===== src/rtl/loop_seq_pkg.sv =====
`timescale 1ns/1ps
package loop_seq_pkg;
  typedef enum logic [1:0] {
    SRC_HOLD = 2'd0,
    SRC_SEQ  = 2'd1,
    SRC_JUMP = 2'd2,
    SRC_LOOP = 2'd3
  } nxt_src_e;

  typedef enum logic [1:0] {
    FLD_START = 2'd0,
    FLD_EXIT  = 2'd1,
    FLD_COUNT = 2'd2,
    FLD_NONE  = 2'd3
  } st_field_e;
endpackage


===== src/rtl/lseq_state.sv =====
`timescale 1ns/1ps
module lseq_state
  import loop_seq_pkg::*;
#(
  parameter int AW = 8,
  parameter int CW = 8
) (
  input  logic          clk,
  input  logic          rst,
  input  logic          rep_fire,
  input  logic [AW-1:0] rep_base,
  input  logic [AW-1:0] rep_len,
  input  logic [CW-1:0] rep_iter,
  input  logic          loop_back,
  input  logic          st_we,
  input  logic [1:0]    st_sel,
  input  logic [AW-1:0] st_addr,
  input  logic [CW-1:0] st_cnt,
  output logic [AW-1:0] start_q,
  output logic [AW-1:0] exit_q,
  output logic [CW-1:0] count_q,
  output logic          active_q,
  output logic [AW-1:0] exit_nx
);
  localparam logic [CW-1:0] ONE_C = CW'(1);

  function automatic logic arms(input logic [CW-1:0] n, input logic [AW-1:0] l);
    return (n > ONE_C) && (l != '0);
  endfunction

  function automatic logic [AW-1:0] exit_of(input logic [AW-1:0] b, input logic [AW-1:0] l);
    return b + l;
  endfunction

  logic [AW-1:0] start_nx;
  logic [CW-1:0] count_nx;
  logic          active_nx;
  st_field_e     fld;

  assign fld = st_field_e'(st_sel);

  always_comb begin
    start_nx  = start_q;
    exit_nx   = exit_q;
    count_nx  = count_q;
    active_nx = active_q;
    if (rep_fire) begin
      start_nx = rep_base;
      exit_nx  = exit_of(rep_base, rep_len);
      if (arms(rep_iter, rep_len)) begin
        count_nx  = rep_iter - ONE_C;
        active_nx = 1'b1;
      end else begin
        count_nx  = '0;
        active_nx = 1'b0;
      end
    end else if (loop_back) begin
      count_nx  = count_q - ONE_C;
      active_nx = (count_q != ONE_C);
    end
    if (st_we) begin
      case (fld)
        FLD_START: start_nx = st_addr;
        FLD_EXIT:  exit_nx  = st_addr;
        FLD_COUNT: begin
          count_nx  = st_cnt;
          active_nx = (st_cnt != '0);
        end
        default: ;
      endcase
    end
  end

  always_ff @(posedge clk) begin
    if (rst) begin
      start_q  <= '0;
      exit_q   <= '0;
      count_q  <= '0;
      active_q <= 1'b0;
    end else begin
      start_q  <= start_nx;
      exit_q   <= exit_nx;
      count_q  <= count_nx;
      active_q <= active_nx;
    end
  end


  active_matches_count_chk: assert property (@(posedge clk) disable iff (rst)
    active_q == (count_q != '0));


  loop_back_decrements_chk: assert property (@(posedge clk) disable iff (rst)
    (loop_back && !st_we) |=> (count_q == $past(count_q) - ONE_C));


  no_loop_when_idle_chk: assert property (@(posedge clk) disable iff (rst)
    !active_q |-> !loop_back);
endmodule


===== src/rtl/lseq_pc.sv =====
`timescale 1ns/1ps
module lseq_pc
  import loop_seq_pkg::*;
#(
  parameter int AW = 8
) (
  input  logic          clk,
  input  logic          rst,
  input  logic          issue,
  input  logic          jump_take,
  input  logic [AW-1:0] jump_tgt,
  input  logic          rep_go,
  input  logic          active,
  input  logic [AW-1:0] start,
  input  logic [AW-1:0] exit_q,
  input  logic [AW-1:0] exit_nx,
  output logic [AW-1:0] pc_q,
  output logic [AW-1:0] seq_addr,
  output logic          loop_back,
  output nxt_src_e      src
);
  localparam logic [AW-1:0] ONE_A = AW'(1);

  function automatic logic [AW-1:0] step_of(input logic [AW-1:0] a);
    return a + ONE_A;
  endfunction

  logic          near_q;
  logic [AW-1:0] pc_nx;

  assign seq_addr  = step_of(pc_q);
  assign loop_back = issue && !jump_take && !rep_go && active && near_q;

  always_comb begin
    if (!issue)         src = SRC_HOLD;
    else if (jump_take) src = SRC_JUMP;
    else if (loop_back) src = SRC_LOOP;
    else                src = SRC_SEQ;
  end

  always_comb begin
    case (src)
      SRC_HOLD: pc_nx = pc_q;
      SRC_JUMP: pc_nx = jump_tgt;
      SRC_LOOP: pc_nx = start;
      default:  pc_nx = seq_addr;
    endcase
  end

  always_ff @(posedge clk) begin
    if (rst) begin
      pc_q   <= '0;
      near_q <= 1'b0;
    end else begin
      pc_q   <= pc_nx;
      near_q <= (step_of(pc_nx) == exit_nx);
    end
  end


  near_flag_tracks_chk: assert property (@(posedge clk) disable iff (rst)
    near_q == (step_of(pc_q) == exit_q));


  jump_wins_chk: assert property (@(posedge clk) disable iff (rst)
    (issue && jump_take) |=> (pc_q == $past(jump_tgt)));


  hold_when_idle_chk: assert property (@(posedge clk) disable iff (rst)
    !issue |=> $stable(pc_q));
endmodule


===== src/rtl/loop_seq.sv =====
`timescale 1ns/1ps
module loop_seq
  import loop_seq_pkg::*;
#(
  parameter int AW = 8,
  parameter int CW = 8
) (
  input  logic          clk,
  input  logic          rst,
  input  logic          issue,
  input  logic          jump_take,
  input  logic [AW-1:0] jump_tgt,
  input  logic          rep_go,
  input  logic [AW-1:0] rep_len,
  input  logic [CW-1:0] rep_iter,
  input  logic          st_we,
  input  logic [1:0]    st_sel,
  input  logic [AW-1:0] st_addr,
  input  logic [CW-1:0] st_cnt,
  output logic [AW-1:0] fetch_pc,
  output logic [AW-1:0] lp_start,
  output logic [AW-1:0] lp_exit,
  output logic [CW-1:0] lp_count,
  output logic          lp_active,
  output logic          loop_back
);
  logic          rep_fire;
  logic [AW-1:0] seq_addr;
  logic [AW-1:0] exit_nx;
  nxt_src_e      src;

  assign rep_fire = issue && rep_go && !jump_take;

  lseq_pc #(.AW(AW)) u_pc (
    .clk(clk), .rst(rst), .issue(issue), .jump_take(jump_take),
    .jump_tgt(jump_tgt), .rep_go(rep_go), .active(lp_active),
    .start(lp_start), .exit_q(lp_exit), .exit_nx(exit_nx),
    .pc_q(fetch_pc), .seq_addr(seq_addr), .loop_back(loop_back), .src(src)
  );

  lseq_state #(.AW(AW), .CW(CW)) u_state (
    .clk(clk), .rst(rst), .rep_fire(rep_fire), .rep_base(seq_addr),
    .rep_len(rep_len), .rep_iter(rep_iter), .loop_back(loop_back),
    .st_we(st_we), .st_sel(st_sel), .st_addr(st_addr), .st_cnt(st_cnt),
    .start_q(lp_start), .exit_q(lp_exit), .count_q(lp_count),
    .active_q(lp_active), .exit_nx(exit_nx)
  );


  repeat_arms_chk: assert property (@(posedge clk) disable iff (rst)
    (rep_fire && !st_we) |=> (lp_start == $past(fetch_pc) + AW'(1)));


  loop_src_onehot_chk: assert property (@(posedge clk) disable iff (rst)
    $onehot0({loop_back, rep_fire, issue && jump_take}));


  loop_src_agrees_chk: assert property (@(posedge clk) disable iff (rst)
    loop_back == (src == SRC_LOOP));
endmodule


===== config.mk =====
export PLATFORM = sky130hd
export DESIGN_NAME = loop_seq
export DESIGN_NICKNAME = d
export VERILOG_FILES = /design/src/rtl/loop_seq_pkg.sv /design/src/rtl/lseq_state.sv /design/src/rtl/lseq_pc.sv /design/src/rtl/loop_seq.sv
export SDC_FILE = /design/constraint.sdc
export NUM_CORES = 1
export LEC_CHECK = 0
export BUFFER_PORTS_ARGS = -buffer_cell sky130_fd_sc_hd__buf_2
export CORE_MARGIN = 4
export CORE_UTILIZATION = 47
export DETAILED_ROUTE_END_ITERATION = 10
export MAX_ROUTING_LAYER = met4
export PLACE_DENSITY = 0.77
export SLEW_MARGIN = 0
export SYNTH_ARGS = -nofsm -noshare
export SYNTH_HDL_FRONTEND = slang
export SYNTH_SLANG_ARGS = --single-unit

===== constraint.sdc =====
create_clock -name clk -period 2.7 [get_ports clk]
set_input_delay 0.27 -clock clk [delete_from_list [all_inputs] [get_ports clk]]
set_output_delay 0.27 -clock clk [all_outputs]
set_load 0.02 [all_outputs]

## Word-level counts from Yosys, hierarchy flattened

Index checks and enable logic that the tools add are counted.

| storage, ports and cells | value |
|---|---|
| register bits | 34 |
| input bits | 48 |
| output and inout bits | 34 |
| logic and storage cells | 51 |

| operators by class | value |
|---|---|
| add/subtract/negate cells | 5 |
| magnitude comparators | 1 |
| equality and inequality tests | 6 |
| mux-type cells | 20 |
| reduce and logical (&&, ||, !) cells | 13 |

Operators by type and width:

| cell | count |
|---|---|
| $mux W8 | 11 |
| $pmux W8 S3 | 1 |
| $add A8 B1 Y8 const B | 2 |
| $reduce_bool A8 Y1 | 2 |
| $sub A8 B1 Y8 const B | 2 |
| $add A8 B8 Y8 | 1 |
| $eq A8 B8 Y1 | 1 |
| $gt A8 B1 Y1 const B | 1 |
| $ne A8 B1 Y1 const B | 1 |
| $logic_and A1 B1 Y1 | 7 |
| $eq A2 B2 Y1 const B | 3 |
| $mux W2 | 3 |
| $mux W1 | 5 |
| $logic_not A2 Y1 | 2 |
| $eq A2 B1 Y1 const B | 1 |
| $logic_not A1 Y1 | 2 |

## Logic depth before layout (Yosys ltp)

Gate-level depths: netlist (run 1).

| logic depth | value |
|---|---|
| depth after elaboration | 12 |
| depth in mapped cells | 12 |
| mapped depth without buffers | 12 |

## Modules after synthesis

A second synthesis (run 1) with hierarchy kept.

| unflattened totals | value |
|---|---|
| cells, all modules | 341 |
| area, all modules | 2874.0 µm² |

Modules (own cells, without submodules):

| module | instances | cells each | area an instance (µm²) | seq. area each (µm²) |
|---|---|---|---|---|
| lseq_state | 1 | 226 | 1891.8 | 500.5 |
| lseq_pc | 1 | 114 | 973.4 | 180.2 |
| loop_seq | 1 | 1 | 8.8 | 0.0 |

## Worst setup path before layout (run 1)

OpenSTA, ideal clock, no wires.

| timing path | value |
|---|---|
| path kind | flip-flop to flip-flop |
| start point | register u_pc.pc_q[0] |
| end point | register u_pc.near_q |
| library setup time | 0.087 ns |
| data arrival time | 2.720 ns |
| data required time | 2.613 ns |
| setup slack | -0.108 ns |
| cell stages (with the launch flop) | 12 |
| buffers on the path | 0 |
| period minus slack after synthesis | 2.808 ns |
| cells stage by stage | dfxtp_1 > ha_1 > xor2_1 > ha_1 > nor2b_1 > o2111a_1 > a2111oi_0 > xor2_1 > o21ai_0 > mux2i_1 > o21ai_1 > nor4b_2 |

| on the way | value |
|---|---|
| cells in the longest elaborated chain, start to end | 6 |
| elaborated cells between the ends (all ways) | 8 |
| those cells by class | add/sub (3); eq/ne (1); mux (4) |

RTL lines:

| what | line | source |
|---|---|---|
| from (decl) | lseq_pc.sv:17 | `output logic [AW-1:0] pc_q,` |
| from (signal assigned) | lseq_pc.sv:55 | `pc_q <= pc_nx;` |
| $add A8 B1 Y8 | lseq_pc.sv:25 | `return a + ONE_A;` |
| $add A8 B8 Y8 | lseq_state.sv:32 | `return b + l;` |
| $mux W8 | lseq_state.sv:47 | `if (rep_fire) begin` |
| $mux W8 | lseq_state.sv:62 | `case (fld)` |
| $mux W8 | lseq_state.sv:61 | `if (st_we) begin` |
| $eq A8 B8 Y1 (*) | lseq_pc.sv:56 | `near_q <= (step_of(pc_nx) == exit_nx);` |
| to (signal assigned) | lseq_pc.sv:56 |  |
| to (decl) | lseq_pc.sv:28 | `logic near_q;` |

Every way passes the cells marked *; elsewhere a longest branch is shown, timed or not.
A chain may end at the register's enable or synchronous reset.

## Worst setup path after layout (run 1)

Ends and elaborated chain as after synthesis.

==> results.cfg, run 1 <==
[status]
outcome = finished, final reports clean

[clock_tree]
cts_max_level = 2
clk-insertion-delay-late_ns = 0.29
clk_root_buffer_cell = sky130_fd_sc_hd__clkbuf_8
clock_transition_at_the_registers_of_the_reported_paths_ns = 0.08
ctsLongestPathBuffers = 2
tritoncts = built
cts.sinks = 34
post_cts_hold_buffer_count = 0
cts_buffers = 5

[synth]
count_of_synthesis_stage_warnings_from_yosys = 0
synth.top_cell.area_share_pct = 25.88
number_of_nets_in_the_synthesized_netlist = 395
post_synth_most_frequent_cells = 52 x sky130_fd_sc_hd__nor2_1, 34 x sky130_fd_sc_hd__dfxtp_1, 27 x sky130_fd_sc_hd__nand2_1
number_of_synthesized_flops_with_an_enable_pin = 0
ys_dominant_reg_cell = sky130_fd_sc_hd__dfxtp_1
synth.lib_cells_used.distinct = 59
postSynth.asyncResetShare_pct = 0
synth.yosys.seq_area_share_pct = 25.88
syn-mean-instance-area_um2 = 7.898
post_synthesis_register_bit_count = 34
top_area_cells_in_the_synthesized_netlist = sky130_fd_sc_hd__dfxtp_1 26%, sky130_fd_sc_hd__nor2_1 7.4%, sky130_fd_sc_hd__xnor2_1 6.7%
cell_with_the_most_instances_after_synthesis = sky130_fd_sc_hd__nor2_1
netlist_instances = 333
synth_area_leader_cell = sky130_fd_sc_hd__dfxtp_1
synthesis.area_um2 = 2630

[setup_path]
crit_start = u_pc.pc_q[0]
reg2regPathDepth = 13
critPathLaunchType = flip-flop
worst-endpoint-required_ns = 2.91
cp_cell_sequence = ha_2 > xor2_2 > ha_1 > buf_4 > nor2_1 > nor3b_2 > buf_4 > nand4b_1 > a41oi_2 > a21oi_2 > xnor2_1 > mux2i_1 > nor4b_2
slowest_delay_ns = 0.34
crit_top_cell = sky130_fd_sc_hd__buf_4
capture_instance_of_the_worst_register_to_register_path = u_pc.near_q
critPathKind = flip-flop to flip-flop
crit_end = u_pc.near_q
crit_slowest_cell = sky130_fd_sc_hd__dfxtp_2
r2r_slack_ns = 0.03
crit_arrival_ns = 2.88
worstSetupEndpointType = flip-flop
worst-path-max-fanout = 4
r2r_path_start = u_pc.pc_q[0]

[die]
die_x_um = 82.81
area_enclosed_by_the_die_boundary_um2 = 6857
fp-row-count = 26
io_pins = 82
vertical_die_dimension_um = 82.81
core_region_area_um2 = 5270
initial_core_util_pct = 49.91

[pwr]
net_switching_uw = 548.1
seq_power_share_pct = 35.7
share_clk_of_total_power_pct = 28.8
leakagePower_nw = 1.520
vdd_drop_max_v = 0.0002966
pwr_per_cell_area_nw_per_um2 = 456.7
power.share.combinational_pct = 35.6
p_int_mw = 1.047
p_sw_share_pct = 34.36
report.power.total_mw = 1.596

[placement]
gpl_wtd_cong = 0.9191
dpl-instance-area_um2 = 3244
io_buffer_count = 81
post-place-cells = 495
pre_cts_slack_ns = -0.1532
dp.final_hpwl_um = 6697

[final_layout]
n_fill_cell = 442
final_util_pct = 66.29
stdcell_count = 504
antenna_cells_inserted = 0
drive_above_1_share_pct = 34.79
layout-area-overhead-vs-synth_pct = 32.83
postLayoutCellArea_um2 = 3493
final_stage_net_count = 495

[global_routing]
grt_start_max_net_pins = 35
first_global_vias = 2886
grtUsageTotal_pct = 25.32
globalRoute.totalOverflow = 0
grt_antenna_before_repair = 0
grt_first_pass_wirelength_um = 14010

[timing]
setup-tns-final_ns = 0
maximum_frequency_from_static_timing_analysis_mhz = 374.8
worst-slew-pin-transition_ns = 0.6676
drv_slew = 0
setup_viol = 0
finalClockSkew_ns = 0.01254
layout_setup_ws_ns = 0.03158
finalHoldWorstSlack_ns = 0.2331
slew_margin_rel_pct = 55.49
post-route-period-util_pct = 98.83
finalWorstPathRequiredPeriod_ns = 2.668
unrepaired_setup_endpoints_after_global_routing = true
final_number_of_hold_violating_endpoints = 0

[detailed_routing]
via_per_inst = 5.929
vias = 2988
detail_route.wirelength_um = 8866
avgRoutedWirePerCell_um = 17.59
drcViolationCount = 0
final_antenna_net_count = 0
detailedRoute.firstIterationViolations = 198
dr.pass1.iters = 5

[hold_path]
worst_hold_launch = st_addr[4]
min_path_type = input pin to flip-flop

[run]
maxCapViolCount = 0
final cells by class:
class	instances	area (um^2)	share of cell area, %
Clock buffer	8	110.1	3.152
Inverter	12	47.55	1.361
Multi-Input combinational cell	272	1956	55.98
Sequential cell	34	684.4	19.59
Tap cell	70	87.58	2.507
Timing Repair Buffer	108	608.1	17.41
power groups by stage:
| stage | logic, mW | clock network, mW | registers (mW) |
|---|---|---|---|
| after floorplan | 0.291 | 0 | 0.617 |
| after global routing | 0.613 | 0.488 | 0.573 |
| after CTS | 0.534 | 0.462 | 0.567 |
| after global placement | 0.507 | 0 | 0.576 |
| final | 0.568 | 0.459 | 0.569 |
| after detailed placement | 0.519 | 0 | 0.577 |
flip-flops by register name (all words and copies together) (netlist names):
signal,count
u_state.count_q,8
u_pc.near_q,1
u_pc.pc_q,8
u_state.active_q,1
u_state.start_q,8
u_state.exit_q,8
worst min path at each step:
| stage | to | slack (ns) | cells past startpoint |
|---|---|---|---|
| 3_5_place_dp | u_state.start_q[4] | 0.53 | 3 |
| 2_1_floorplan | u_state.start_q[0] | 0.41 | 2 |
| 6_report | u_state.start_q[4] | 0.23 | 3 |
| 5_1_grt | u_state.start_q[3] | 0.26 | 3 |
| 3_3_place_gp | u_state.start_q[4] | 0.53 | 3 |
| 4_1_cts | u_state.start_q[4] | 0.22 | 3 |
layout by cell type, fill, tap and decap left out, types with 3 or more instances in the layout:
| master | Yosys | final |
|---|---|---|
| sky130_fd_sc_hd__buf_2 | 1 | 81 |
| sky130_fd_sc_hd__a211oi_1 | 5 | 4 |
| sky130_fd_sc_hd__clkbuf_8 | 0 | 8 |
| sky130_fd_sc_hd__mux2i_1 | 7 | 7 |
| sky130_fd_sc_hd__o221ai_1 | 7 | 7 |
| sky130_fd_sc_hd__nand3_1 | 5 | 4 |
| sky130_fd_sc_hd__nor3_1 | 9 | 9 |
| sky130_fd_sc_hd__or4_1 | 3 | 3 |
| sky130_fd_sc_hd__ha_1 | 13 | 9 |
| sky130_fd_sc_hd__buf_4 | 1 | 27 |
| sky130_fd_sc_hd__dfxtp_2 | 0 | 3 |
| sky130_fd_sc_hd__a21oi_1 | 21 | 19 |
| sky130_fd_sc_hd__o22ai_1 | 5 | 5 |
| sky130_fd_sc_hd__ha_4 | 0 | 3 |
| sky130_fd_sc_hd__nand4b_1 | 4 | 4 |
| sky130_fd_sc_hd__nor4_1 | 6 | 6 |
| sky130_fd_sc_hd__nand3b_1 | 6 | 6 |
| sky130_fd_sc_hd__xor2_1 | 15 | 13 |
| sky130_fd_sc_hd__dfxtp_1 | 34 | 31 |
| sky130_fd_sc_hd__nor2b_1 | 9 | 9 |
| sky130_fd_sc_hd__inv_1 | 11 | 10 |
| sky130_fd_sc_hd__nand2_1 | 27 | 27 |
| sky130_fd_sc_hd__nor2_1 | 52 | 52 |
| sky130_fd_sc_hd__o21ai_0 | 15 | 14 |
| sky130_fd_sc_hd__xnor2_1 | 20 | 19 |
critical path: cells and delay by family (launching register included):
family                   cells  cell delay [ns]
flip-flops                   1             0.34
AO/OA/AOI/OAI                2             0.25
multiplexers                 1             0.12
buffers and inverters        2             0.30
adder cells (fa/ha/maj)      2             0.49
AND/OR/NAND/NOR              4             0.71
XOR/XNOR                     2             0.37
kinds of logic (layout without fill, tap and decap cells):
group,count (synthesis),in the layout,share of synthesized area [%]
muxes,9,9,4.091
DFF,34,34,25.88
and+or+nand+nor,141,141,27.59
xor gates and xnor gates,35,35,11.66
buffers and inverters,27,128,4.995
AOI/OAI and AO/OA,73,73,18.84
adders and majority gates,14,14,6.946
timing repair:
item / 4_1_cts / 5_1_grt
buffers inserted: 1 / 0
setup endpoints to repair: 1 / 2
resized for setup: 9 / 14
pin swaps: 2 / 5
layer usage:
metal	vias up	share of wire (%)	global-route usage [%]
li1	1406	-	-
met2	148	48	40.31
met4	0	1.5	7.429
met5	-	0	-
met1	1416	43	32.97
met3	18	7.2	4.356
(Power assumes the default switching activity.)
==> inputs of run 2 (changes only) <==
- MAX_ROUTING_LAYER: met4 -> unset
- PLACE_DENSITY: 0.77 -> 0.86
==> results.cfg, run 2 (same netlist as run 1, synthesis figures left out) <==
[clock_tree]
post_cts_hold_buffer_count = 0
clk-insertion-delay-late_ns = 0.30
cts_max_level = 2
ctsLongestPathBuffers = 2
clk_root_buffer_cell = sky130_fd_sc_hd__clkbuf_8
cts.sinks = 34
clock_transition_at_the_registers_of_the_reported_paths_ns = 0.08
tritoncts = built
cts_buffers = 5

[pwr]
leakagePower_nw = 1.495
vdd_drop_max_v = 0.0002193
pwr_per_cell_area_nw_per_um2 = 448.3

[global_routing]
globalRoute.totalOverflow = 0
grtUsageTotal_pct = 24.01
grt_start_max_net_pins = 35
grt_antenna_before_repair = 0
first_global_vias = 2861
grt_first_pass_wirelength_um = 13680

[detailed_routing]
detail_route.wirelength.met1_um = 3502
top_signal_layer_used = met4
detailedRoute.firstIterationViolations = 274
avgRoutedWirePerCell_um = 18.32
vias = 3035
met2RoutedLength_um = 4241
final_antenna_net_count = 0
met3RoutedLength_um = 1022
drcViolationCount = 0
via_per_inst = 6.082
dr.pass1.iters = 8
detail_route.wirelength_um = 9141

[timing]
unrepaired_setup_endpoints_after_global_routing = true
setup_viol = 1
slew_margin_rel_pct = 56.27
drv_slew = 0
worst-slew-pin-transition_ns = 0.6560
finalClockSkew_ns = 0.01189
layout_setup_ws_ns = -0.1445
finalWorstPathRequiredPeriod_ns = 2.844
final_number_of_hold_violating_endpoints = 0
post-route-period-util_pct = 105.4
maximum_frequency_from_static_timing_analysis_mhz = 351.6

[setup_path]
critPathKind = flip-flop to flip-flop
worstSetupEndpointType = flip-flop
worst-path-max-fanout = 5
crit_arrival_ns = 3.04
critPathLaunchType = flip-flop
worst-endpoint-required_ns = 2.90

[final_layout]
final_stage_net_count = 490
postLayoutCellArea_um2 = 3423
drive_above_1_share_pct = 32.63
antenna_cells_inserted = 0
most-common-layout-cells = 81 x sky130_fd_sc_hd__buf_2, 52 x sky130_fd_sc_hd__nor2_1, 31 x sky130_fd_sc_hd__dfxtp_1, 27 x sky130_fd_sc_hd__nand2_1, 22 x sky130_fd_sc_hd__buf_4
layout-area-overhead-vs-synth_pct = 30.16
final_util_pct = 64.96
stdcell_count = 499
mostFrequentLayoutCell = sky130_fd_sc_hd__buf_2

[run]
maxCapViolCount = 0

[status]
outcome = finished, violations left
failing_checks = setup timing

[die]
fp-row-count = 26
vertical_die_dimension_um = 82.81
io_pins = 82
die_x_um = 82.81
area_enclosed_by_the_die_boundary_um2 = 6857
initial_core_util_pct = 49.91
core_region_area_um2 = 5270

[placement]
io_buffer_count = 81
gpl_wtd_cong = 0.9299
post-place-cells = 490
dpl-instance-area_um2 = 3207
dp.final_hpwl_um = 6574

[hold_path]
min_path_type = input pin to flip-flop
==> run 2: cell count changes in the layout (fill, tap and decap cells not counted), sizes merged <==
cell and delta:
buf -5, clkinv +1, clkbuf -1
==> run 2: layer usage <==
layer	up-vias	global-route usage, %
met5	-	0
met4	0	9.807
li1	1391	-
met1	1366	30.58
met3	51	6.040
met2	227	38.63
==> run 2: where the power goes <==
group | switching [mW] | internal [mW] | total, mW
registers | 0.0362 | 0.536 | 0.572
logic | 0.318 | 0.244 | 0.561
clock network | 0.195 | 0.206 | 0.401
==> run 2: worst max-delay path, stage by stage (launching register included) <==
cell	delay (ns)
sky130_fd_sc_hd__dfxtp_4	0.38
sky130_fd_sc_hd__ha_4	0.15
sky130_fd_sc_hd__nand3_1	0.14
sky130_fd_sc_hd__xnor2_2	0.34
sky130_fd_sc_hd__ha_4	0.27
sky130_fd_sc_hd__a211o_1	0.29
sky130_fd_sc_hd__nand3_1	0.11
sky130_fd_sc_hd__a41oi_1	0.14
sky130_fd_sc_hd__a21oi_1	0.32
sky130_fd_sc_hd__xnor2_1	0.18
sky130_fd_sc_hd__mux2i_1	0.13
sky130_fd_sc_hd__nor4b_2	0.30
==> run 2: repair_timing <==
| action | CTS | global route |
|---|---|---|
| endpoints found under the setup margin | 1 | 1 |
| buffers inserted | 0 | 1 |
| pin swaps | 0 | 1 |
| resized for setup | 7 | 10 |
==> run 2: final cells by class <==
| cell class | count | area, um^2 |
|---|---|---|
| multi-input combinational | 272 | 1939 |
| sequential | 34 | 686.9 |
| clock buffer | 7 | 86.33 |
| inverter | 12 | 47.55 |
| clock inverter | 1 | 5.005 |
| fill | 423 | 1847 |
| tap | 70 | 87.58 |
| timing repair buffer | 103 | 570.5 |
==> run 2: final timing paths <==
check	slack (ns)	cells after the start	from	to
max	-0.14	11	u_pc.pc_q[0]	u_pc.near_q
min	0.22	3	st_addr[7]	u_state.start_q[7]
max reg2reg	-0.14	11	u_pc.pc_q[0]	u_pc.near_q
min reg2reg	0.56	2	u_state.active_q	u_state.active_q
==> run 2: metrics by stage <==
step / setup TNS [ns] / setup WS (ns) / hold WS (ns) / power [mW]
after CTS: 0 / 0.004200 / 0.2222 / 1.493
after floorplan: 0 / 0.01130 / 0.4095 / 0.9089
after global placement: 0 / 0.02983 / 0.5173 / 1.072
after detailed placement: -0.1117 / -0.1117 / 0.5228 / 1.089
after global routing: -0.2728 / -0.2728 / 0.2420 / 1.605
final: -0.1445 / -0.1445 / 0.2202 / 1.535
